$ cat src/rtl/ccl_pkg.sv
package ccl_pkg;
    typedef enum logic [2:0] {
        ST_IDLE    = 3'd0,
        ST_HS_WAIT = 3'd1,
        ST_HS_ON   = 3'd2,
        ST_HS_FALL = 3'd3,
        ST_LS_WAIT = 3'd4,
        ST_LS_ON   = 3'd5
    } ccl_state_e;
endpackage

$ cat src/rtl/ccl_swnode_latch.sv
module ccl_swnode_latch #(
    parameter int SWTO_DLY = 12
) (
    input  logic clk,
    input  logic rst_n,
    input  logic en,
    input  logic arm,
    input  logic lo_cmd,
    input  logic sw_node_low,
    output logic latched
);
    localparam int TW = $clog2(SWTO_DLY + 1);
    localparam logic [TW-1:0] TO_LAST = TW'(SWTO_DLY - 1);

    logic [TW-1:0] to_cnt;

    always_ff @(posedge clk or negedge rst_n) begin
        if (!rst_n) begin
            latched <= 1'b0;
            to_cnt  <= '0;
        end else if (!en) begin
            latched <= 1'b0;
            to_cnt  <= '0;
        end else begin
            if (!lo_cmd)
                latched <= 1'b0;
            else if (arm && (sw_node_low || to_cnt == TO_LAST))
                latched <= 1'b1;
            to_cnt <= (arm && !latched) ? to_cnt + 1'b1 : '0;
        end
    end


    latch_clear_chk: assert property (@(posedge clk) disable iff (!rst_n)
        !lo_cmd |=> !latched);
endmodule

$ cat src/rtl/ccl_seq_fsm.sv
module ccl_seq_fsm
    import ccl_pkg::*;
#(
    parameter int TON_DLY  = 2,
    parameter int TOFF_DLY = 2
) (
    input  logic clk,
    input  logic rst_n,
    input  logic en,
    input  logic hi_cmd,
    input  logic lo_cmd,
    input  logic lo_gate_off,
    input  logic sw_latched,
    output logic ls_pending,
    output logic hs_gate,
    output logic ls_gate
);
    localparam int MAXD = (TON_DLY > TOFF_DLY) ? TON_DLY : TOFF_DLY;
    localparam int CW   = $clog2(MAXD + 1);
    localparam logic [CW-1:0] ON_LAST  = CW'(TON_DLY - 1);
    localparam logic [CW-1:0] OFF_LAST = CW'(TOFF_DLY - 1);

    ccl_state_e     state, state_nx;
    logic [CW-1:0]  cnt, cnt_nx;

    always_comb begin
        state_nx = state;
        cnt_nx   = '0;
        unique case (state)
            ST_IDLE: begin
                if (lo_cmd)      state_nx = ST_LS_WAIT;
                else if (hi_cmd) state_nx = ST_HS_WAIT;
            end
            ST_HS_WAIT: begin
                if (!hi_cmd) state_nx = ST_IDLE;
                else if (lo_gate_off) begin
                    if (cnt == ON_LAST) state_nx = ST_HS_ON;
                    else                cnt_nx   = cnt + 1'b1;
                end
            end
            ST_HS_ON: begin
                if (!hi_cmd) state_nx = ST_HS_FALL;
            end
            ST_HS_FALL: begin
                if (cnt == OFF_LAST) state_nx = lo_cmd ? ST_LS_WAIT : ST_IDLE;
                else                 cnt_nx   = cnt + 1'b1;
            end
            ST_LS_WAIT: begin
                if (!lo_cmd) state_nx = ST_IDLE;
                else if (sw_latched) begin
                    if (cnt == ON_LAST) state_nx = ST_LS_ON;
                    else                cnt_nx   = cnt + 1'b1;
                end
            end
            ST_LS_ON: begin
                if (!lo_cmd) state_nx = ST_IDLE;
            end
            default: state_nx = ST_IDLE;
        endcase
    end

    always_ff @(posedge clk or negedge rst_n) begin
        if (!rst_n) begin
            state <= ST_IDLE;
            cnt   <= '0;
        end else if (!en) begin
            state <= ST_IDLE;
            cnt   <= '0;
        end else begin
            state <= state_nx;
            cnt   <= cnt_nx;
        end
    end

    always_comb begin
        hs_gate    = (state == ST_HS_ON) || (state == ST_HS_FALL);
        ls_gate    = (state == ST_LS_ON);
        ls_pending = (state == ST_LS_WAIT);
    end


    excl_chk: assert property (@(posedge clk) disable iff (!rst_n)
        !(hs_gate && ls_gate));

    hs_sensed_chk: assert property (@(posedge clk) disable iff (!rst_n)
        $rose(hs_gate) |-> $past(lo_gate_off));

    ls_prompt_off_chk: assert property (@(posedge clk) disable iff (!rst_n)
        (ls_gate && !lo_cmd) |=> !ls_gate);

    ls_keeps_chk: assert property (@(posedge clk) disable iff (!rst_n)
        (ls_gate && lo_cmd && en) |=> (ls_gate && !hs_gate));

    hs_keeps_chk: assert property (@(posedge clk) disable iff (!rst_n)
        (hs_gate && en) |=> !ls_gate);

    en_off_chk: assert property (@(posedge clk) disable iff (!rst_n)
        !en |=> (!hs_gate && !ls_gate));
endmodule

$ cat src/rtl/ccl_lockout_ctrl.sv
module ccl_lockout_ctrl #(
    parameter int TON_DLY  = 2,
    parameter int TOFF_DLY = 2,
    parameter int SWTO_DLY = 12
) (
    input  logic clk,
    input  logic rst_n,
    input  logic en,
    input  logic hi_cmd,
    input  logic lo_cmd,
    input  logic lo_gate_off,
    input  logic sw_node_low,
    output logic hs_gate,
    output logic ls_gate
);
    logic sw_latched;
    logic ls_pending;

    ccl_swnode_latch #(.SWTO_DLY(SWTO_DLY)) u_latch (
        .clk         (clk),
        .rst_n       (rst_n),
        .en          (en),
        .arm         (ls_pending),
        .lo_cmd      (lo_cmd),
        .sw_node_low (sw_node_low),
        .latched     (sw_latched)
    );

    ccl_seq_fsm #(.TON_DLY(TON_DLY), .TOFF_DLY(TOFF_DLY)) u_fsm (
        .clk         (clk),
        .rst_n       (rst_n),
        .en          (en),
        .hi_cmd      (hi_cmd),
        .lo_cmd      (lo_cmd),
        .lo_gate_off (lo_gate_off),
        .sw_latched  (sw_latched),
        .ls_pending  (ls_pending),
        .hs_gate     (hs_gate),
        .ls_gate     (ls_gate)
    );


    ls_needs_latch_chk: assert property (@(posedge clk) disable iff (!rst_n)
        $rose(ls_gate) |-> $past(sw_latched));
endmodule

$ cat config.mk
export PLATFORM = sky130hd
export DESIGN_NAME = ccl_lockout_ctrl
export DESIGN_NICKNAME = d
export VERILOG_FILES = /design/src/rtl/ccl_pkg.sv /design/src/rtl/ccl_swnode_latch.sv /design/src/rtl/ccl_seq_fsm.sv /design/src/rtl/ccl_lockout_ctrl.sv
export SDC_FILE = /design/constraint.sdc
export NUM_CORES = 1
export LEC_CHECK = 0
export BUFFER_PORTS_ARGS = -buffer_cell sky130_fd_sc_hd__clkbuf_2
export CAP_MARGIN = 0
export CORE_UTILIZATION = 45
export DETAILED_ROUTE_END_ITERATION = 7
export GPL_TIMING_DRIVEN = 0
export PLACE_DENSITY = 0.65
export SETUP_SLACK_MARGIN = 0.15
export SYNTH_ARGS = -nofsm -noshare
export SYNTH_HDL_FRONTEND = slang
export SYNTH_SLANG_ARGS = --single-unit
$ cat constraint.sdc
create_clock -name clk -period 2.3 [get_ports clk]
set_clock_uncertainty 0.05 [all_clocks]
set_input_delay 0.345 -clock clk [delete_from_list [all_inputs] [get_ports clk]]
set_output_delay 0.345 -clock clk [all_outputs]
set_load 0.1 [all_outputs]
Word-level counts from Yosys, hierarchy flattened
Cells that the tools add are included.
Word-level totals
  bits in read-only memories: 0
  input bits: 7
  register bits after elaboration: 10
  memories kept: 0
  latch bits: 0
  memory bits (writable): 0
  output and inout port bits: 2
  word-level logic and storage cells: 55
Cells by class
  bitwise logic cells: 0
  eq/ne operators: 16
  add/sub/neg operators: 2
  multiplexer cells: 26
  shift operators: 0
  reductions and logical operators: 7
  divide/modulo/power cells: 0
  multipliers: 0
  order comparisons: 0
Operator list (count)
  2-to-1 mux 3 bit: 13
  one-hot mux 3 bit (6 select lines): 1
  2-to-1 mux 2 bit: 6
  != test 4 bit, second input constant: 3
  2-to-1 mux 4 bit: 2
  != test 4 x 3 -> 1 bit, second input constant: 2
  AND reduction 8 bit: 1
  equality test 3 x 2 -> 1 bit, second input constant: 2
  equality test 3 bit, second input constant: 2
  != test 3 x 2 -> 1 bit, second input constant: 2
  != test 3 bit, second input constant: 2
  one-hot mux 2 bit (3 select lines): 1
  adder 4 x 1 -> 4 bit, second input constant: 1
  equality test 4 bit, second input constant: 1
  equality test 3 x 1 -> 1 bit, second input constant: 1
  zero test 3 bit: 1
  2-to-1 mux 1 bit: 3
  adder 2 x 1 -> 2 bit, second input constant: 1
  equality test 2 x 1 -> 1 bit, second input constant: 1
  logical AND 1 bit: 2
  logical OR 1 bit: 2
  zero test 1 bit: 1

Longest topological paths before layout
Gate-level depths: netlist of the first run.
  depth after elaboration: 6
  depth in mapped cells: 5
  gate-level depth less buffers: 5

Hierarchy
A second synthesis of the first run with hierarchy kept.
Unflattened totals
  cells, all modules: 61
  area total of the unflattened synthesis: 621.8 um^2
By module, submodules not included
  ccl_seq_fsm: instances 1, cells each 41, sequential area each 125.1 um^2, area each 395.4 um^2
  ccl_swnode_latch: instances 1, cells each 20, sequential area each 125.1 um^2, area each 226.5 um^2

Worst setup path before layout of the first run
Ideal clock, no wire load.
  kind: register -> output
  from: reg u_fsm.state[1]
  to: out ls_gate
  data required time: 1.905 ns
  cell stages (with the launch flop): 3
  path slack: -0.675 ns
  arrival time: 2.580 ns
  buffers on the path: 1
  cells stage by stage: dfrtp_1 > buf_6 > nor3_1
On the way
  cells in the longest elaborated chain, start to end: 1
RTL lines
  start: declaration: line ccl_seq_fsm.sv:23  | ccl_state_e state, state_nx;
  start signal: assignment: line ccl_seq_fsm.sv:70  | state <= state_nx;
  equality test 3 bit: line ccl_seq_fsm.sv:77  | ls_gate = (state == ST_LS_ON);
  end: declaration: line ccl_lockout_ctrl.sv:14  | output logic ls_gate
No other way between the ends.

Final worst setup path of the first run
  from: reg u_fsm.state[2]
  to: out ls_gate
Same word-level chain as after synthesis.

==> reports/qor.csv, run 1 <==
metric;value;unit
status;finished clean;
initial antenna violation count;0;
CTS max path bufs;2;
DR DRC count;0;
Comb power frac;0.485;
post-placement cell count;83;
family with the most delay on the worst path;buffers and inverters;
vias in the first global route;467;
Internal;0.382;mW
Pwr Density;951;nW/um2
CP Class;reg -> out;
via count;506;
Worst setup EP type;output pin;
PostCTS Resize Cnt;0;
sw power;0.286;mW
I/O Pins;9;
Crit path largest cell delay;0.47;ns
VDD IR-drop max;0.412;mV
gr usage total;0.198;
Overflow after GRT;0;
most common cell after layout, fill and taps aside;dfrtp_1;
Starting DRT DRC Count;10;
fin util;0.592;
ant diodes;0;
worst skew pair latency;0.26;ns
Rows;12;
CP bufs+invs;3;
setup_tns;0;ns
worst hold slack;0.363;ns
multi-input logic area;320;um2
critical path arrival;1.49;ns
Slew headroom;0.642;
H-Tree Depth;1;
Final Critical Period;1.88;ns
CP startpoint;u_fsm.state[2];
DR pass1 iterations;4;
Antenna Nets Post-Route;0;
WL/cell;13.1;um
Hold Path Class;in -> reg;
Maximum Capacitance Violations;0;
final WL;1140;um
final hold violations;0;
Final Net Count;83;
sequential fraction of the synthesis area;0.411;
fin area;702;um2
Crit-path slowest cell;clkbuf_2;
placer congestion estimate;0.840;
# port buffers;7;
most frequent cells in the layout;10 x dfrtp_1, 8 x clkbuf_2, 6 x nor2_1;
Static Leak;0.321;nW
RSZ-0062 raised after global routing;false;
pre-CTS setup slack;0.697;ns
share of post-route cells with drive strength above 1;0.288;
final std cells w/o fill;87;
DR vias/cell;5.82;
pin count of the biggest net entering global routing;11;
Cells after Synth;62;
crit-path cells;buf_4 > inv_1 > nor3_2 > clkbuf_2;
synthesized cell area;609;um2
Seq pwr share;0.351;
Power, Total;0.668;mW
die area;1510;um2
Die Height;38.8;um
clock sinks;10;
hpwl dp;873;um
fmax;0.531;GHz
# Post-CTS Setup Buffers;0;
syn_nets;70;
dpl cell area;669;um2
CTS buffer count;3;
first-pass GRT wire length;1980;um
final setup margin;0.417;ns
CORE AREA;1190;um2
Final Cycle Share;0.819;
syn_area_per_cell;9.83;um2
Hold Startpoint;en;
Initial Util;0.514;
FF+latch count, synth;10;
final setup violating endpoints;0;
fill cell count;102;
synth warn;0;
Worst-Margin Slew;0.539;ns
switch share;0.428;
TritonCTS clock tree;yes;
Slew Limit Fails;0;
Post-CTS Hold Buffers;1;
area added between synthesis and finish;15.2;%
Worst Path Required;1.90;ns
power share of the clock group;0.165;
Worst R2R Start;u_fsm.state[1];
CTS root buf;clkbuf_4;
register area;250;um2
Worst Path Max Fanout;10;
startpoint types;flop;
Die Wd;38.8;um
Unique masters post-synth;34;
clk slew on worst S/H paths;0.06;ns
-- power groups by stage --
stage	combinational [mW]	sequential, mW	clock [mW]
3_3_place_gp	0.322	0.237	0
6_report	0.324	0.234	0.110
2_1_floorplan	0.273	0.227	0
4_1_cts	0.323	0.233	0.115
3_5_place_dp	0.320	0.237	0
5_1_grt	0.354	0.238	0.131
-- worst reg2reg max path, cell delays in order (launching register included) --
cell and delay (ns):
dfrtp_1 0.42, buf_6 0.16, and3b_2 0.20, o221ai_1 0.22, o221a_4 0.25, mux2i_1 0.17
-- cell usage after synthesis --
cell | n | area [um2]
and2_1 | 1 | 6.26
a21oi_1 | 2 | 10.0
nand4b_1 | 1 | 8.76
a221oi_2 | 1 | 15.0
inv_2 | 1 | 3.75
ha_1 | 1 | 12.5
a31oi_1 | 1 | 6.26
nor3b_1 | 1 | 7.51
clkbuf_2 | 1 | 5.00
o21bai_1 | 2 | 15.0
o21ai_1 | 1 | 5.00
inv_1 | 5 | 18.8
nor3_1 | 2 | 10.0
or3_1 | 1 | 6.26
xor2_1 | 1 | 8.76
nor2b_1 | 2 | 12.5
o211ai_2 | 1 | 12.5
and3b_2 | 1 | 10.0
buf_4 | 1 | 7.51
dfrtp_1 | 10 | 250
nor4_1 | 1 | 6.26
o221a_4 | 1 | 20.0
mux2i_1 | 2 | 20.0
o2111ai_1 | 1 | 8.76
o221ai_1 | 1 | 8.76
nor2_1 | 6 | 22.5
a211o_1 | 1 | 8.76
and4bb_2 | 1 | 12.5
nand3b_1 | 1 | 7.51
nand4_1 | 2 | 12.5
xnor2_1 | 2 | 17.5
buf_6 | 1 | 11.3
nand2_1 | 3 | 11.3
nand3_1 | 2 | 10.0
-- per-layer routing --
| layer | share of wire | track usage | vias up |
|---|---|---|---|
| li1 | - | - | 247 |
| met1 | 0.47 | 0.265 | 245 |
| met2 | 0.48 | 0.288 | 14 |
| met3 | 0.051 | 0.0867 | 0 |
| met4 | 0 | 0.0517 | 0 |
| met5 | 0 | 0 | - |
-- cell families (layout without fill, tap and decap cells) --
kind of cell,Yosys count,count (layout),share of synthesized area
AND/OR/NAND/NOR,25,25,0.236
XOR/XNOR,3,3,0.0431
AO/OA/AOI/OAI,12,12,0.181
adder cells (fa/ha/maj),1,1,0.0205
flip-flops,10,10,0.411
buffers and inverters,9,20,0.0760
multiplexers,2,2,0.0329
-- final timing paths --
check                                    end  slack [ns]  depth (start not counted)
setup / recovery                     ls_gate        0.42                          4
hold / removal                  u_fsm.cnt[0]        0.36                          3
setup reg to reg              u_fsm.state[2]        0.76                          5
hold reg to reg            u_latch.to_cnt[0]        0.41                          1
max in group asynchronous  u_latch.to_cnt[1]        1.56                          2
min in group asynchronous     u_fsm.state[1]        0.43                          2
-- state kept, by name (all words and copies together) (netlist names) --
| register | count |
|---|---|
| u_latch.to_cnt | 4 |
| u_fsm.cnt | 2 |
| u_latch.latched | 1 |
| u_fsm.state | 3 |
-- cell type report --
type,instances,share of cell area
inverter,6,0.0321
multi-input combinational,43,0.456
clock buffer,3,0.0321
buffer,3,0.0339
tap,14,0.0250
sequential,10,0.357
timing repair buffer,8,0.0642
(Power assumes the default switching activity.)
==> run 2, diff against run 1 <==
- clock period: 2.3 -> 1.95 ns (I/O delays scaled with it)
==> run 2 against run 1 <==
Effect of this change:
- sequential power increased by 18%
- cell area increased by 3.9%
- total power increased by 31%
- global-route usage increased by 0.68 points
- worst hold slack got worse by 0.090 ns
- count of clock-buffer cells in the layout increased by 1
- via count decreased by 2.0%
- non-clock buffer count unchanged
- final cell count increased by 1.1%
- largest cell class unchanged
- largest power group unchanged
- highest routed layer is now met4
==> reports/qor.csv, run 2 (same netlist as run 1, synthesis figures left out) <==
metric;value;unit
status;finished clean;
placer congestion estimate;0.816;
critical path arrival;1.39;ns
Initial Util;0.514;
CTS max path bufs;2;
setup_tns;0;ns
Pwr Density;1200;nW/um2
RSZ-0062 raised after global routing;false;
final WL;1240;um
max FFs per register;4;
Die Wd;38.8;um
DR pass1 iterations;4;
Worst Path Required;1.61;ns
Slew Limit Fails;0;
H-Tree Depth;1;
most frequent cells in the layout;10 x dfrtp_1, 7 x clkbuf_2, 6 x nor2_1;
share of post-route cells with drive strength above 1;0.297;
area added between synthesis and finish;19.7;%
Starting DRT DRC Count;11;
final setup violating endpoints;0;
ant diodes;0;
Worst-Margin Slew;0.544;ns
DR vias/cell;5.64;
Power, Total;0.876;mW
Hold Path Class;in -> reg;
initial antenna violation count;0;
TritonCTS clock tree;yes;
dpl cell area;681;um2
worst hold slack;0.272;ns
hpwl dp;892;um
# port buffers;7;
worst skew pair latency;0.27;ns
Overflow after GRT;0;
die area;1510;um2
Final Net Count;83;
Worst setup EP type;output pin;
final std cells w/o fill;88;
CTS root buf;clkbuf_4;
Slew headroom;0.639;
I/O Pins;9;
Final Critical Period;1.73;ns
most common cell after layout, fill and taps aside;dfrtp_1;
Static Leak;0.330;nW
DR DRC count;0;
first-pass GRT wire length;2000;um
pin count of the biggest net entering global routing;11;
VDD IR-drop max;0.498;mV
fin area;729;um2
CTS buffer count;3;
fmax;0.579;GHz
Most flops, register;u_latch.to_cnt;
CP Class;reg -> out;
# Post-CTS Setup Buffers;0;
via count;496;
Maximum Capacitance Violations;0;
Worst Path Max Fanout;10;
CORE AREA;1190;um2
vias in the first global route;444;
Reg2Reg Setup Slack;0.37;ns
Regs by FF count;u_latch.to_cnt: 4 flops, u_fsm.state: 3 flops, u_fsm.cnt: 2 flops;
gr usage total;0.205;
final hold violations;0;
Die Height;38.8;um
Antenna Nets Post-Route;0;
Final Cycle Share;0.886;
Rows;12;
WL/cell;14.1;um
post-placement cell count;83;
clock sinks;10;
startpoint types;flop;
clk slew on worst S/H paths;0.08;ns
==> run 2: cell count changes in the layout (fill, tap and decap cells not counted), sizes merged <==
cell | previous run | this run
buf | 2 | 3
==> run 2: metrics by stage <==
step | utilization | worst slack, ns
after global placement | 0.574 | 0.337
after detailed placement | 0.574 | 0.346
after CTS | 0.615 | 0.180
after floorplan | - | 0.235
after global routing | 0.615 | 0.159
final | 0.615 | 0.222
==> run 2: repair_timing <==
item                                    in CTS  in global routing
endpoints found under the setup margin       1                  1
endpoints found under the hold margin       10                  0
resized for setup                            1                  1
hold buffers                                 1                  0
==> run 2: worst max-delay path, stage by stage (launching register included) <==
cell	delay, ns
dfrtp_1	0.39
buf_4	0.19
inv_1	0.12
nor3_4	0.12
buf_4	0.30
==> run 2: area by class of cell <==
type,count,area [um2]
buffer,3,23.8
inverter,6,22.5
multi-input combinational,43,332
sequential,10,250
timing repair buffer,8,47.5
tap,14,17.5
fill,102,457
clock buffer,4,36.3
==> run 2: metal layers <==
metal / GRT usage / vias up / part of all wire / routed length (um)
met1: 0.267 / 236 / 0.51 / 625
li1: - / 250 / - / -
met4: 0.103 / 0 / 0.0097 / 12
met5: 0 / - / 0 / 0
met2: 0.308 / 8 / 0.45 / 557
met3: 0.0520 / 2 / 0.033 / 41
==> run 2: final timing paths <==
path / cells after the start / start / endpoint
min in group asynchronous: 2 / rst_n / u_fsm.state[0]
setup / recovery: 4 / u_fsm.state[2] / ls_gate
max in group asynchronous: 2 / rst_n / u_latch.latched
setup reg to reg: 5 / u_fsm.state[1] / u_fsm.state[0]
hold / removal: 3 / en / u_fsm.cnt[0]
hold reg to reg: 1 / u_latch.to_cnt[0] / u_latch.to_cnt[0]
==> run 2: power breakdown <==
part	internal (mW)	switching [mW]	leakage (nW)
combinational	0.149	0.255	0.172
sequential	0.239	0.0384	0.137
clock	0.113	0.0817	0.0210
total	0.501	0.375	0.330
==> run 3, diff against run 2 <==
- GPL_TIMING_DRIVEN: 0 -> 1
==> run 3 against run 2 <==
Effect of this change:
- flip-flop and latch count did not move
- sequential share of layout area increased by 1.1 points
- critical endpoint unchanged
- sequential power is 15% higher
- global-route usage rose by 0.58 points
- largest cell class unchanged
- total power shrank 8.6%
- register-to-register slack barely moved
- critical path type unchanged
==> reports/qor.csv, run 3 (same netlist as run 1, synthesis figures left out) <==
metric;value;unit
Final Cycle Share;0.832;
Hold Startpoint;en;
startpoint types;flop;
Worst Path Required;1.61;ns
vias in the first global route;457;
CTS max path bufs;2;
area added between synthesis and finish;17.2;%
r2r endpoint;u_fsm.state[2];
pre-CTS setup slack;0.287;ns
TritonCTS clock tree;yes;
H-Tree Depth;1;
Die Wd;38.8;um
Starting DRT DRC Count;7;
DR vias/cell;5.56;
CORE AREA;1190;um2
# Post-CTS Setup Buffers;0;
WL/cell;14.3;um
R2R cell count;4;
crit-path cells;inv_2 > nor3_4 > buf_12;
CP bufs+invs;2;
Slew Limit Fails;0;
clock sinks;10;
final setup margin;0.329;ns
Worst R2R Start;u_fsm.state[1];
via count;473;
Final Net Count;81;
Initial Util;0.514;
Crit-path slowest cell;dfrtp_1;
VDD IR-drop max;0.604;mV
fmax;0.617;GHz
Hold Path Stages;3;
placer congestion estimate;0.774;
gr usage total;0.210;
ant diodes;0;
Crit path largest cell delay;0.46;ns
clk slew on worst S/H paths;0.06;ns
final std cells w/o fill;85;
Rows;12;
final WL;1220;um
Regs by FF count;u_latch.to_cnt: 4 flops, u_fsm.state: 3 flops, u_fsm.cnt: 2 flops;
# port buffers;8;
Final Critical Period;1.62;ns
Maximum Capacitance Violations;0;
initial antenna violation count;0;
Die Height;38.8;um
Pwr Density;1120;nW/um2
most frequent cells in the layout;8 x dfrtp_1, 6 x nor2_1, 6 x clkbuf_2;
status;finished clean;
critical path arrival;1.28;ns
setup_tns;0;ns
DR DRC count;0;
Static Leak;0.312;nW
post-placement cell count;81;
Worst-Margin Slew;0.282;ns
final hold violations;0;
family with the most delay on the worst path;flip-flops;
die area;1510;um2
RSZ-0062 raised after global routing;false;
CP Class;reg -> out;
Antenna Nets Post-Route;0;
Power, Total;0.801;mW
worst skew pair latency;0.26;ns
share of post-route cells with drive strength above 1;0.296;
Worst setup EP type;output pin;
Hold Path Class;in -> reg;
most common cell after layout, fill and taps aside;dfrtp_1;
Worst Path Max Fanout;8;
CTS root buf;clkbuf_4;
hpwl dp;921;um
Most flops, register;u_latch.to_cnt;
I/O Pins;9;
Slew headroom;0.812;
worst hold path endpoint;u_fsm.cnt[0];
DR pass1 iterations;4;
max FFs per register;4;
pin count of the biggest net entering global routing;14;
first-pass GRT wire length;2070;um
Overflow after GRT;0;
Reg2Reg Setup Slack;0.37;ns
CTS buffer count;3;
final setup violating endpoints;0;
run 3: cell type report:
class / instances / area (um2)
well taps: 14 / 17.5
inverters: 6 / 22.5
fillers: 108 / 472
flip-flops and latches: 10 / 253
multi-input cells: 43 / 332
clock buffers: 3 / 22.5
repair buffers: 9 / 67.6
run 3: repair_timing:
| item | in CTS | in global routing |
|---|---|---|
| endpoints found under the hold margin | 10 | 0 |
| gates resized for setup | 0 | 2 |
| hold buffers | 1 | 0 |
| endpoints found under the setup margin | 0 | 2 |
run 3: layer usage:
| layer | vias to the layer above | share of wire | GRT usage |
|---|---|---|---|
| li1 | 244 | - | - |
| met1 | 222 | 0.51 | 0.291 |
| met2 | 7 | 0.45 | 0.296 |
| met3 | 0 | 0.040 | 0.104 |
| met4 | 0 | 0 | 0.0345 |
| met5 | - | 0 | 0 |
run 3: metrics by stage:
step / hold slack (ns) / util / area (um2)
3_3_place_gp: 0.118 / 0.573 / 679
4_1_cts: 0.294 / 0.600 / 712
3_5_place_dp: 0.120 / 0.573 / 679
5_1_grt: 0.320 / 0.602 / 714
2_1_floorplan: -0.0531 / - / 628
6_report: 0.303 / 0.602 / 714
run 3: how the worst max path moves through the flow:
| stage | slack [ns] | endpoint | from | depth (start not counted) |
|---|---|---|---|---|
| 2_1_floorplan | 0.24 | ls_gate | u_fsm.state[2] | 3 |
| 3_3_place_gp | 0.32 | u_fsm.state[2] | u_fsm.state[1] | 4 |
| 3_5_place_dp | 0.29 | u_fsm.state[0] | u_fsm.state[1] | 4 |
| 4_1_cts | 0.17 | ls_gate | u_fsm.state[2] | 3 |
| 5_1_grt | 0.23 | ls_gate | u_fsm.state[2] | 3 |
| 6_report | 0.33 | ls_gate | u_fsm.state[0] | 3 |
run 3: tightest hold or removal path, delay by kind of cell:
family | cells | cell delay [ns]
and+or+nand+nor | 1 | 0.08
AOI/OAI and AO/OA | 1 | 0.04
buffers and inverters | 1 | 0.15
run 3: power breakdown:
group / total [mW] / switching (mW) / internal (mW) / leakage (nW)
Sequential: 0.318 / 0.0763 / 0.242 / 0.134
Combinational: 0.352 / 0.212 / 0.140 / 0.164
Clock: 0.131 / 0.0606 / 0.0707 / 0.0138
